$ cat src/rtl/memsel_pkg.sv
package memsel_pkg;
    localparam int MEM_W   = 2;
    localparam int NUM_MEM = 1 << MEM_W;
    localparam logic [MEM_W-1:0] MEM_A = '0;
    localparam logic [MEM_W-1:0] MEM_D = MEM_W'(NUM_MEM - 1);
    localparam int BOOT_CYC = 2;

    typedef enum logic [1:0] {
        MODE_MOM          = 2'd0,
        MODE_MOM_DONLY    = 2'd1,
        MODE_STATIC       = 2'd2,
        MODE_STATIC_DONLY = 2'd3
    } sel_mode_e;

    typedef enum logic [1:0] {
        ST_BOOT    = 2'd0,
        ST_RUN     = 2'd1,
        ST_HELD    = 2'd2,
        ST_RELEASE = 2'd3
    } ctl_state_e;
endpackage

$ cat src/rtl/memsel_sync.sv
module memsel_sync #(
    parameter int W = 2
) (
    input  logic         clk,
    input  logic         rst_n,
    input  logic [W-1:0] din,
    output logic [W-1:0] dout
);
    logic [W-1:0] stage1;

    always_ff @(posedge clk or negedge rst_n) begin
        if (!rst_n) begin
            stage1 <= '0;
            dout   <= '0;
        end else begin
            stage1 <= din;
            dout   <= stage1;
        end
    end
endmodule

$ cat src/rtl/memsel_press.sv
module memsel_press #(
    parameter int STABLE = 4
) (
    input  logic clk,
    input  logic rst_n,
    input  logic lvl,
    output logic rise
);
    localparam int CW = $clog2(STABLE + 1);

    logic          db;
    logic [CW-1:0] cnt;

    // The filtered level flips only after STABLE samples that disagree with it.
    always_ff @(posedge clk or negedge rst_n) begin
        if (!rst_n) begin
            db   <= 1'b0;
            cnt  <= '0;
            rise <= 1'b0;
        end else begin
            rise <= 1'b0;
            if (lvl == db) begin
                cnt <= '0;
            end else if (cnt == CW'(STABLE - 1)) begin
                db   <= lvl;
                cnt  <= '0;
                rise <= lvl;
            end else begin
                cnt <= cnt + 1'b1;
            end
        end
    end
endmodule

$ cat src/rtl/memsel_pick.sv
module memsel_pick
    import memsel_pkg::*;
(
    input  logic [MEM_W-1:0]   cur,
    input  logic [NUM_MEM-1:0] valid_mask,
    input  logic               donly,
    input  logic               sw1_on,
    input  logic               sw2_on,
    output logic [MEM_W-1:0]   cyc_next,
    output logic [MEM_W-1:0]   st_sel,
    output logic [MEM_W-1:0]   sd_sel
);
    logic [NUM_MEM-1:0] allowed;
    logic [MEM_W-1:0]   top;
    logic [MEM_W-1:0]   enc;

    // Next memory in the press cycle: smallest allowed index above cur, else A.
    always_comb begin
        allowed    = valid_mask;
        allowed[0] = 1'b1;
        top        = MEM_A;
        for (int i = 0; i < NUM_MEM; i++) begin
            if (allowed[i]) top = MEM_W'(i);
        end
        if (donly && (top != MEM_A)) allowed[top] = 1'b0;
        cyc_next = MEM_A;
        for (int i = NUM_MEM - 1; i >= 1; i--) begin
            if (allowed[i] && (MEM_W'(i) > cur)) cyc_next = MEM_W'(i);
        end
    end

    // Static selections.
    always_comb begin
        enc    = {sw2_on, sw1_on};
        st_sel = valid_mask[enc] ? enc : MEM_A;
        sd_sel = (sw1_on && valid_mask[1]) ? MEM_W'(1) : MEM_A;
    end
endmodule

$ cat src/rtl/memsel_ctrl.sv
module memsel_ctrl
    import memsel_pkg::*;
#(
    parameter int PRESS_CYC = 4,
    parameter int DBNC_W    = 8
) (
    input  logic              clk,
    input  logic              rst_n,
    input  logic              sw1_raw,
    input  logic              sw2_raw,
    input  logic [1:0]        mode,
    input  logic              pull_up,
    input  logic [3:0]        valid_mask,
    input  logic [DBNC_W-1:0] dbnc_len,
    input  logic              por_hold,
    output logic [1:0]        mem_sel,
    output logic              mem_chg
);
    sel_mode_e   mode_e;
    ctl_state_e  state_q, state_d;
    logic [1:0]  sw_sync;
    logic        sw1_on, sw2_on, press;
    logic        donly, is_static;
    logic        in_d, booting;
    logic [MEM_W-1:0]  mem_q, mem_d, saved_q, saved_d;
    logic [MEM_W-1:0]  cyc_next, st_sel, sd_sel, run_sel;
    logic [DBNC_W-1:0] cnt_q, cnt_d;

    assign mode_e    = sel_mode_e'(mode);
    assign donly     = mode[0];
    assign is_static = mode[1];

    memsel_sync #(.W(2)) u_sync (
        .clk  (clk),
        .rst_n(rst_n),
        .din  ({sw2_raw, sw1_raw}),
        .dout (sw_sync)
    );

    assign sw1_on = sw_sync[0] ^ pull_up;
    assign sw2_on = sw_sync[1] ^ pull_up;

    memsel_press #(.STABLE(PRESS_CYC)) u_press (
        .clk  (clk),
        .rst_n(rst_n),
        .lvl  (sw1_on),
        .rise (press)
    );

    memsel_pick u_pick (
        .cur       (mem_q),
        .valid_mask(valid_mask),
        .donly     (donly),
        .sw1_on    (sw1_on),
        .sw2_on    (sw2_on),
        .cyc_next  (cyc_next),
        .st_sel    (st_sel),
        .sd_sel    (sd_sel)
    );

    // Memory chosen in ST_RUN when no override is present.
    always_comb begin
        unique case (mode_e)
            MODE_STATIC:       run_sel = st_sel;
            MODE_STATIC_DONLY: run_sel = sd_sel;
            default:           run_sel = (press && !por_hold) ? cyc_next : mem_q;
        endcase
    end

    // Next-state and next-data logic.
    always_comb begin
        state_d = state_q;
        mem_d   = mem_q;
        saved_d = saved_q;
        cnt_d   = cnt_q;
        unique case (state_q)
            ST_BOOT: begin
                if (cnt_q == DBNC_W'(BOOT_CYC)) begin
                    cnt_d = '0;
                    if (donly && sw2_on) begin
                        state_d = ST_HELD;
                        mem_d   = MEM_D;
                        saved_d = (mode_e == MODE_STATIC_DONLY) ? sd_sel : MEM_A;
                    end else begin
                        state_d = ST_RUN;
                        mem_d   = is_static ? run_sel : MEM_A;
                    end
                end else begin
                    cnt_d = cnt_q + 1'b1;
                end
            end
            ST_RUN: begin
                if (donly && sw2_on) begin
                    state_d = ST_HELD;
                    saved_d = mem_q;
                    mem_d   = MEM_D;
                end else begin
                    mem_d = run_sel;
                end
            end
            ST_HELD: begin
                if (!sw2_on) begin
                    state_d = ST_RELEASE;
                    cnt_d   = DBNC_W'(1);
                end
            end
            ST_RELEASE: begin
                if (sw2_on) begin
                    state_d = ST_HELD;
                    cnt_d   = '0;
                end else if (cnt_q >= dbnc_len) begin
                    state_d = ST_RUN;
                    cnt_d   = '0;
                    mem_d   = (mode_e == MODE_STATIC_DONLY) ? sd_sel : saved_q;
                end else begin
                    cnt_d = cnt_q + 1'b1;
                end
            end
        endcase
    end

    // State register.
    always_ff @(posedge clk or negedge rst_n) begin
        if (!rst_n) state_q <= ST_BOOT;
        else        state_q <= state_d;
    end

    // Output and data registers.
    always_ff @(posedge clk or negedge rst_n) begin
        if (!rst_n) begin
            mem_q   <= MEM_A;
            saved_q <= MEM_A;
            cnt_q   <= '0;
            mem_chg <= 1'b0;
        end else begin
            mem_q   <= mem_d;
            saved_q <= saved_d;
            cnt_q   <= cnt_d;
            mem_chg <= (mem_d != mem_q);
        end
    end

    assign mem_sel = mem_q;
    assign in_d    = (state_q == ST_HELD) || (state_q == ST_RELEASE);
    assign booting = (state_q == ST_BOOT);
endmodule

$ cat config.mk
export PLATFORM = sky130hd
export DESIGN_NAME = memsel_ctrl
export DESIGN_NICKNAME = d
export VERILOG_FILES = /design/src/rtl/memsel_pkg.sv /design/src/rtl/memsel_sync.sv /design/src/rtl/memsel_press.sv /design/src/rtl/memsel_pick.sv /design/src/rtl/memsel_ctrl.sv
export SDC_FILE = /design/constraint.sdc
export NUM_CORES = 1
export LEC_CHECK = 0
export BUFFER_PORTS_ARGS = -buffer_cell sky130_fd_sc_hd__buf_2
export CAP_MARGIN = 20
export CORE_MARGIN = 2
export CORE_UTILIZATION = 61
export CTS_BUF_LIST = sky130_fd_sc_hd__clkbuf_16
export DETAILED_ROUTE_END_ITERATION = 10
export GPL_ROUTABILITY_DRIVEN = 0
export HOLD_SLACK_MARGIN = 0.03
export PLACE_DENSITY = 0.93
export SLEW_MARGIN = 20
export SYNTH_ARGS = -nofsm -noshare
export SYNTH_HDL_FRONTEND = slang
export SYNTH_HIERARCHICAL = 1
export SYNTH_SLANG_ARGS = --single-unit
$ cat constraint.sdc
create_clock -name clk -period 5.4 [get_ports clk]
set_input_delay 0.54 -clock clk [delete_from_list [all_inputs] [get_ports clk]]
set_output_delay 0.54 -clock clk [all_outputs]
set_load 0.005 [all_outputs]
After elaboration in Yosys (flattened, before gate mapping)

Cells that the tools add are included.

Register bits: 24
Latch bits: 0
Bits in writable memories: 0
ROM bits: 0
Output and inout port bits: 3
Memories kept: 0

$add $sub $neg: 2
Multiply operators: 0
Divide/modulo/power cells: 0
Magnitude comparators: 7
Equality and inequality tests: 14
Shift-type cells: 0
Multiplexer cells: 44
Bitwise gates (word level): 5
Reductions and logical operators: 17

Operator list:

| cell                                                                         | number |
|---|---|
| 2-bit two-way mux                                                            | 24 |
| 8-bit two-way mux                                                            | 4 |
| 8-bit one-hot mux with 3 select lines                                        | 1 |
| 8-bit by 1-bit adder with 8-bit output, second input constant                | 1 |
| 2-bit == test, second input constant                                         | 4 |
| 8-bit by 2-bit == test with 1-bit output, second input constant              | 1 |
| 8-bit greater-or-equal comparator                                            | 1 |
| 1-bit logical AND                                                            | 8 |
| 2-bit one-hot mux with 2 select lines                                        | 2 |
| 2-bit one-hot mux with 4 select lines                                        | 1 |
| 4-bit AND reduction                                                          | 2 |
| 2-bit by 3-bit less-than comparator with 1-bit output, second input constant | 2 |
| 1-bit two-way mux                                                            | 6 |
| 3-bit two-way mux                                                            | 2 |
| 2-bit one-hot mux with 3 select lines                                        | 1 |
| 4-bit AND                                                                    | 1 |
| 2-bit greater-than comparator, first input constant                          | 2 |
| 4-bit two-way mux                                                            | 1 |
| 2-bit by 1-bit inequality test with 1-bit output, second input constant      | 2 |
| 2-bit inequality test, second input constant                                 | 2 |
| 4-bit NOT                                                                    | 1 |
| 2-bit AND reduction                                                          | 2 |
| 2-bit nonzero test                                                           | 2 |
| 3-bit by 1-bit adder with 3-bit output, second input constant                | 1 |
| other kinds (14)                                                             | 15 |

Longest topological paths before layout

Depth after elaboration: 21
Mapped depth: 10

By module

Netlist, hierarchy kept.

By module, submodules not included:

| module       | instances | cells an instance | area each (µm²) | seq. area each (µm²) |
|---|---|---|---|---|
| memsel_ctrl  | 1         | 149               | 1252.5          | 375.4 |
| memsel_press | 1         | 13                | 206.4           | 125.1 |
| memsel_pick  | 1         | 17                | 115.1           | 0.0 |
| memsel_sync  | 1         | 4                 | 100.1           | 100.1 |

Worst setup path before layout

OpenSTA, ideal clock, no wires.

Path type: input-to-reg
Start: in pull_up
End: reg mem_chg
Setup time: 0.134 ns
Arrival time: 2.216 ns
Required time: 5.266 ns
Setup slack: 3.050 ns
Stages on the path: 10
Path through: xnor2_1 clkinv_1 mux2i_1 nor2b_1 mux2_2 a22oi_1 o22a_1 a2bb2oi_1 o21a_1 o211ai_1

Word-level cells in the longest chain between the ends: 10
Elaborated cells between the ends (all ways): 18
Those cells by class: 1 x eq/ne; 13 x mux; 2 x bitwise; 2 x reduce/logical

RTL lines:

| element                                       | line               | RTL |
|---|---|---|
| start: declaration                            | memsel_ctrl.sv:12  | `input logic pull_up,` |
| 1-bit XOR (*)                                 | memsel_ctrl.sv:41  | `assign sw2_on = sw_sync[1] ^ pull_up;` |
| named net sw2_on                              | memsel_ctrl.sv:22  | `logic sw1_on, sw2_on, press;` |
| 1-bit binary-select mux with 2-bit select (*) | memsel_pick.sv:35  | `st_sel = valid_mask[enc] ? enc : MEM_A;` |
| 1-bit two-way mux (not written as such) (*)   | memsel_pick.sv:35  |  |
| 2-bit two-way mux (*)                         | memsel_pick.sv:35  |  |
| named net st_sel[0]                           | memsel_ctrl.sv:26  | `logic [MEM_W-1:0] cyc_next, st_sel, sd_sel, run_sel;` |
| 2-bit one-hot mux with 2 select lines (*)     | memsel_ctrl.sv:63  | `unique case (mode_e)` |
| 2-bit two-way mux                             | memsel_ctrl.sv:86  | `mem_d = is_static ? run_sel : MEM_A;` |
| 2-bit two-way mux                             | memsel_ctrl.sv:80  | `if (donly && sw2_on) begin` |
| 2-bit two-way mux                             | memsel_ctrl.sv:78  | `if (cnt_q == DBNC_W'(BOOT_CYC)) begin` |
| 2-bit one-hot mux with 3 select lines (*)     | memsel_ctrl.sv:76  | `unique case (state_q)` |
| 2-bit inequality test (*)                     | memsel_ctrl.sv:139 | `mem_chg <= (mem_d != mem_q);` |
| end signal: assignment                        | memsel_ctrl.sv:139 |  |
| end: declaration                              | memsel_ctrl.sv:17  | `output logic mem_chg` |

The timed path passes the listed nets; every way through them passes the cells marked *. The select of a mux whose other input is x is not followed.
A chain may end at the register's enable or synchronous reset.

Worst setup path after layout

Ends and elaborated chain as after synthesis.

==> out/qor.csv <==
metric;value;unit
Synth Area in Adders;0.0822;
Simple-Gate Fraction of Synth Area;0.235;
Final nets;236;
Ys Warns;6;
Max VDD drop;0.357;mV
Cell Rows;18;
Worst-path clk slew;0.06;ns
post-CTS sizing;0;
# H-tree levels;1;
DRC;0;
Setup Buffers After CTS;0;
via-per-instance ratio;6.32;
WP depth;11;
delay-heaviest family, CP;compound AO/OA/AOI/OAI gates;
largest net degree at the start of global routing;25;
Placed Instance Area;1800;µm²
WHS;0.254;ns
status;finished clean;
DIE WIDTH;56.4;µm
crit end category;flip-flop;
Power, Total;0.844;mW
pre-CTS setup slack;2.58;ns
critical path cell sequence;buf_2 > xnor2_1 > clkinv_1 > mux2i_1 > nor2b_1 > mux2_2 > a22oi_1 > o22a_1 > a2bb2oi_1 > o21a_1 > o211ai_1;
Worst Path Arrival;2.75;ns
WL final;3.63;mm
Starting Density;0.658;
Max Root-Sink Buffers;2;
1st-iter DRT viols;71;
Worst Path Max Fanout;9;
worst-case reg-to-reg path depth;10;
EDFF count, synth;0;
leakage;0.877;nW
number of fill cells in the layout;180;
Rel. slew slack;0.590;
WP data required;5.53;ns
DIE AREA;3180;µm²
Setup CP Type;in2reg;
clk sinks;24;
worst setup margin;2.78;ns
flops & latches, synth;24;
XOR/XNOR share of the synthesized area;0.0471;
worst-case clock skew;0.00457;ns
Avg Inst Size Synth;9.15;µm²
hold_buf cts;0;
Detailed Place HPWL;2.74;mm
Final Setup Violations;0;
final cell count without fillers;234;
fin area;1880;µm²
largest family of logic cells by synthesized area;simple AND/OR/NAND/NOR gates;
clk_lat worst skew;0.26;ns
Slowest Stage Delay on Critical Path;0.40;ns
Most used DFF post-synth;dfrtp_1;
RSZ-0062 raised after global routing;no;
multiplexer share of the synthesized area;0.0321;
part of the cycle the worst path needs;0.485;
share of layout cells above drive strength 1;0.181;
sum of buffers and inverters on the critical path;2;
number of global-route vias before repair;1427;
CORE AREA;2540;µm²
n_diodes;0;
Vias;1480;
most common library cells after synthesis;dfrtp_1, nor2_1, inv_1;
sequential share of the synthesized area;0.359;
worst-margin pin slew;0.613;ns
Post-synth ARST share;1.00;
max_cap viols;0;
leading area contributor after synthesis;dfrtp_1;
Synth-to-Final Area Change;12.1;%
Slowest cell on crit path;clkinv_1;
Mapped Area;1670;µm²
WL per Instance;15.5;µm
total grt overflow;0;
synth top area cells;dfrtp_1, ha_1, nor2_1, xor2_1, inv_1;
maximum clock rate;0.382;GHz
count leader, synth;dfrtp_1;
CTS tree;yes;
Cells after Synth;183;
initial antenna violation count;0;
Tmin final;2.62;ns
Hold WC Path Type;in2async;
I/O Buffers;21;
final core utilization;0.737;
final hold violations;0;
wire length of the first global-routing pass;6.15;mm
CTS root buf;clkbuf_16;
Pwr Density;450;nW/µm²
IO Pins;23;
placed cell count;230;
total track usage;0.244;
Synth top area share;0.359;
compound-cell area share of the yosys netlist;0.200;
DR pass1 iterations;4;
crit start category;primary input;
fin. max-slew vios;0;
total CTS buffers;3;
Die Ht;56.4;µm
post-synth net total;214;
Setup TNS;0;ns
ANT nets after route;0;
post-synthesis cell type count;50;
[final cells by class]
cell class                      count  area (µm²)  area share
Clock buffer                        3        75.1      0.0400
Clock inverter                      1        3.75     0.00200
Inverter                           14        52.6      0.0280
Multi-Input combinational cell    141        1000       0.534
Sequential cell                    24         601       0.320
Tap cell                           30        37.5      0.0200
Timing Repair Buffer               21         105      0.0560
[registers in the layout, indices dropped and copies added, names as in the netlist]
| register | cells |
|---|---|
| cnt_q | 8 |
| u_press/cnt | 3 |
| mem_sel | 2 |
| saved_q | 2 |
| state_q | 2 |
| u_sync/dout | 2 |
| u_sync/stage1 | 2 |
| mem_chg | 1 |
| u_press/db | 1 |
| u_press/rise | 1 |
[layer usage]
layer	global-route usage	routed length, µm
met5	0	0
met3	0.0438	203
met4	0.112	82
met2	0.405	1800
met1	0.308	1550
[cell families (layout without fill, tap and decap cells)]
group	count (synthesis)	in the layout
simple gates	68	68
buf+inv	18	39
compound gates	47	47
other cells	1	1
fa+ha+maj	11	11
mux	5	5
xor+xnor	9	9
flops	24	24
[worst reg2reg max path, cell delays in order, from the launching register on]
cell,delay [ns]
dfrtp_1,0.37
xnor2_1,0.39
clkinv_1,0.40
mux2i_1,0.28
nor2b_1,0.08
mux2_2,0.26
a22oi_1,0.17
o22a_1,0.17
a2bb2oi_1,0.15
o21a_1,0.14
o211ai_1,0.08
[path summary, 6_finish.rpt]
path	from	endpoint	slack (ns)
min in group clk	u_sync/stage1[0]$_DFF_PN0_	u_sync/dout[0]$_DFF_PN0_	0.35
worst max register to register	u_sync/dout[1]$_DFF_PN0_	mem_chg$_DFF_PN0_	2.79
worst min-delay path	rst_n	u_press/cnt[1]$_DFF_PN0_	0.25
worst min register to register	u_sync/stage1[0]$_DFF_PN0_	u_sync/dout[0]$_DFF_PN0_	0.35
max in group asynchronous	rst_n	cnt_q[3]$_DFFE_PN0P_	4.79
worst max-delay path	pull_up	mem_chg$_DFF_PN0_	2.78
[power breakdown]
part,internal (mW),switching [mW],total (mW),leakage (nW)
Sequential,0.231,0.0766,0.308,0.304
Combinational,0.174,0.202,0.376,0.535
Clock,0.0989,0.0611,0.160,0.0385
Total,0.504,0.339,0.844,0.877
[cells in the final DEF (no fill, tap or decap), types with 5 or more instances in the layout]
cell type and instances:
nor2b_1 7, nand2b_1 6, buf_2 21, xor2_1 7, nand2_1 12, o21ai_0 5, a21oi_1 8, nor2_1 18
dfrtp_1 24, inv_1 13, ha_1 11
Note: power is estimated with default switching activity, not from simulation.
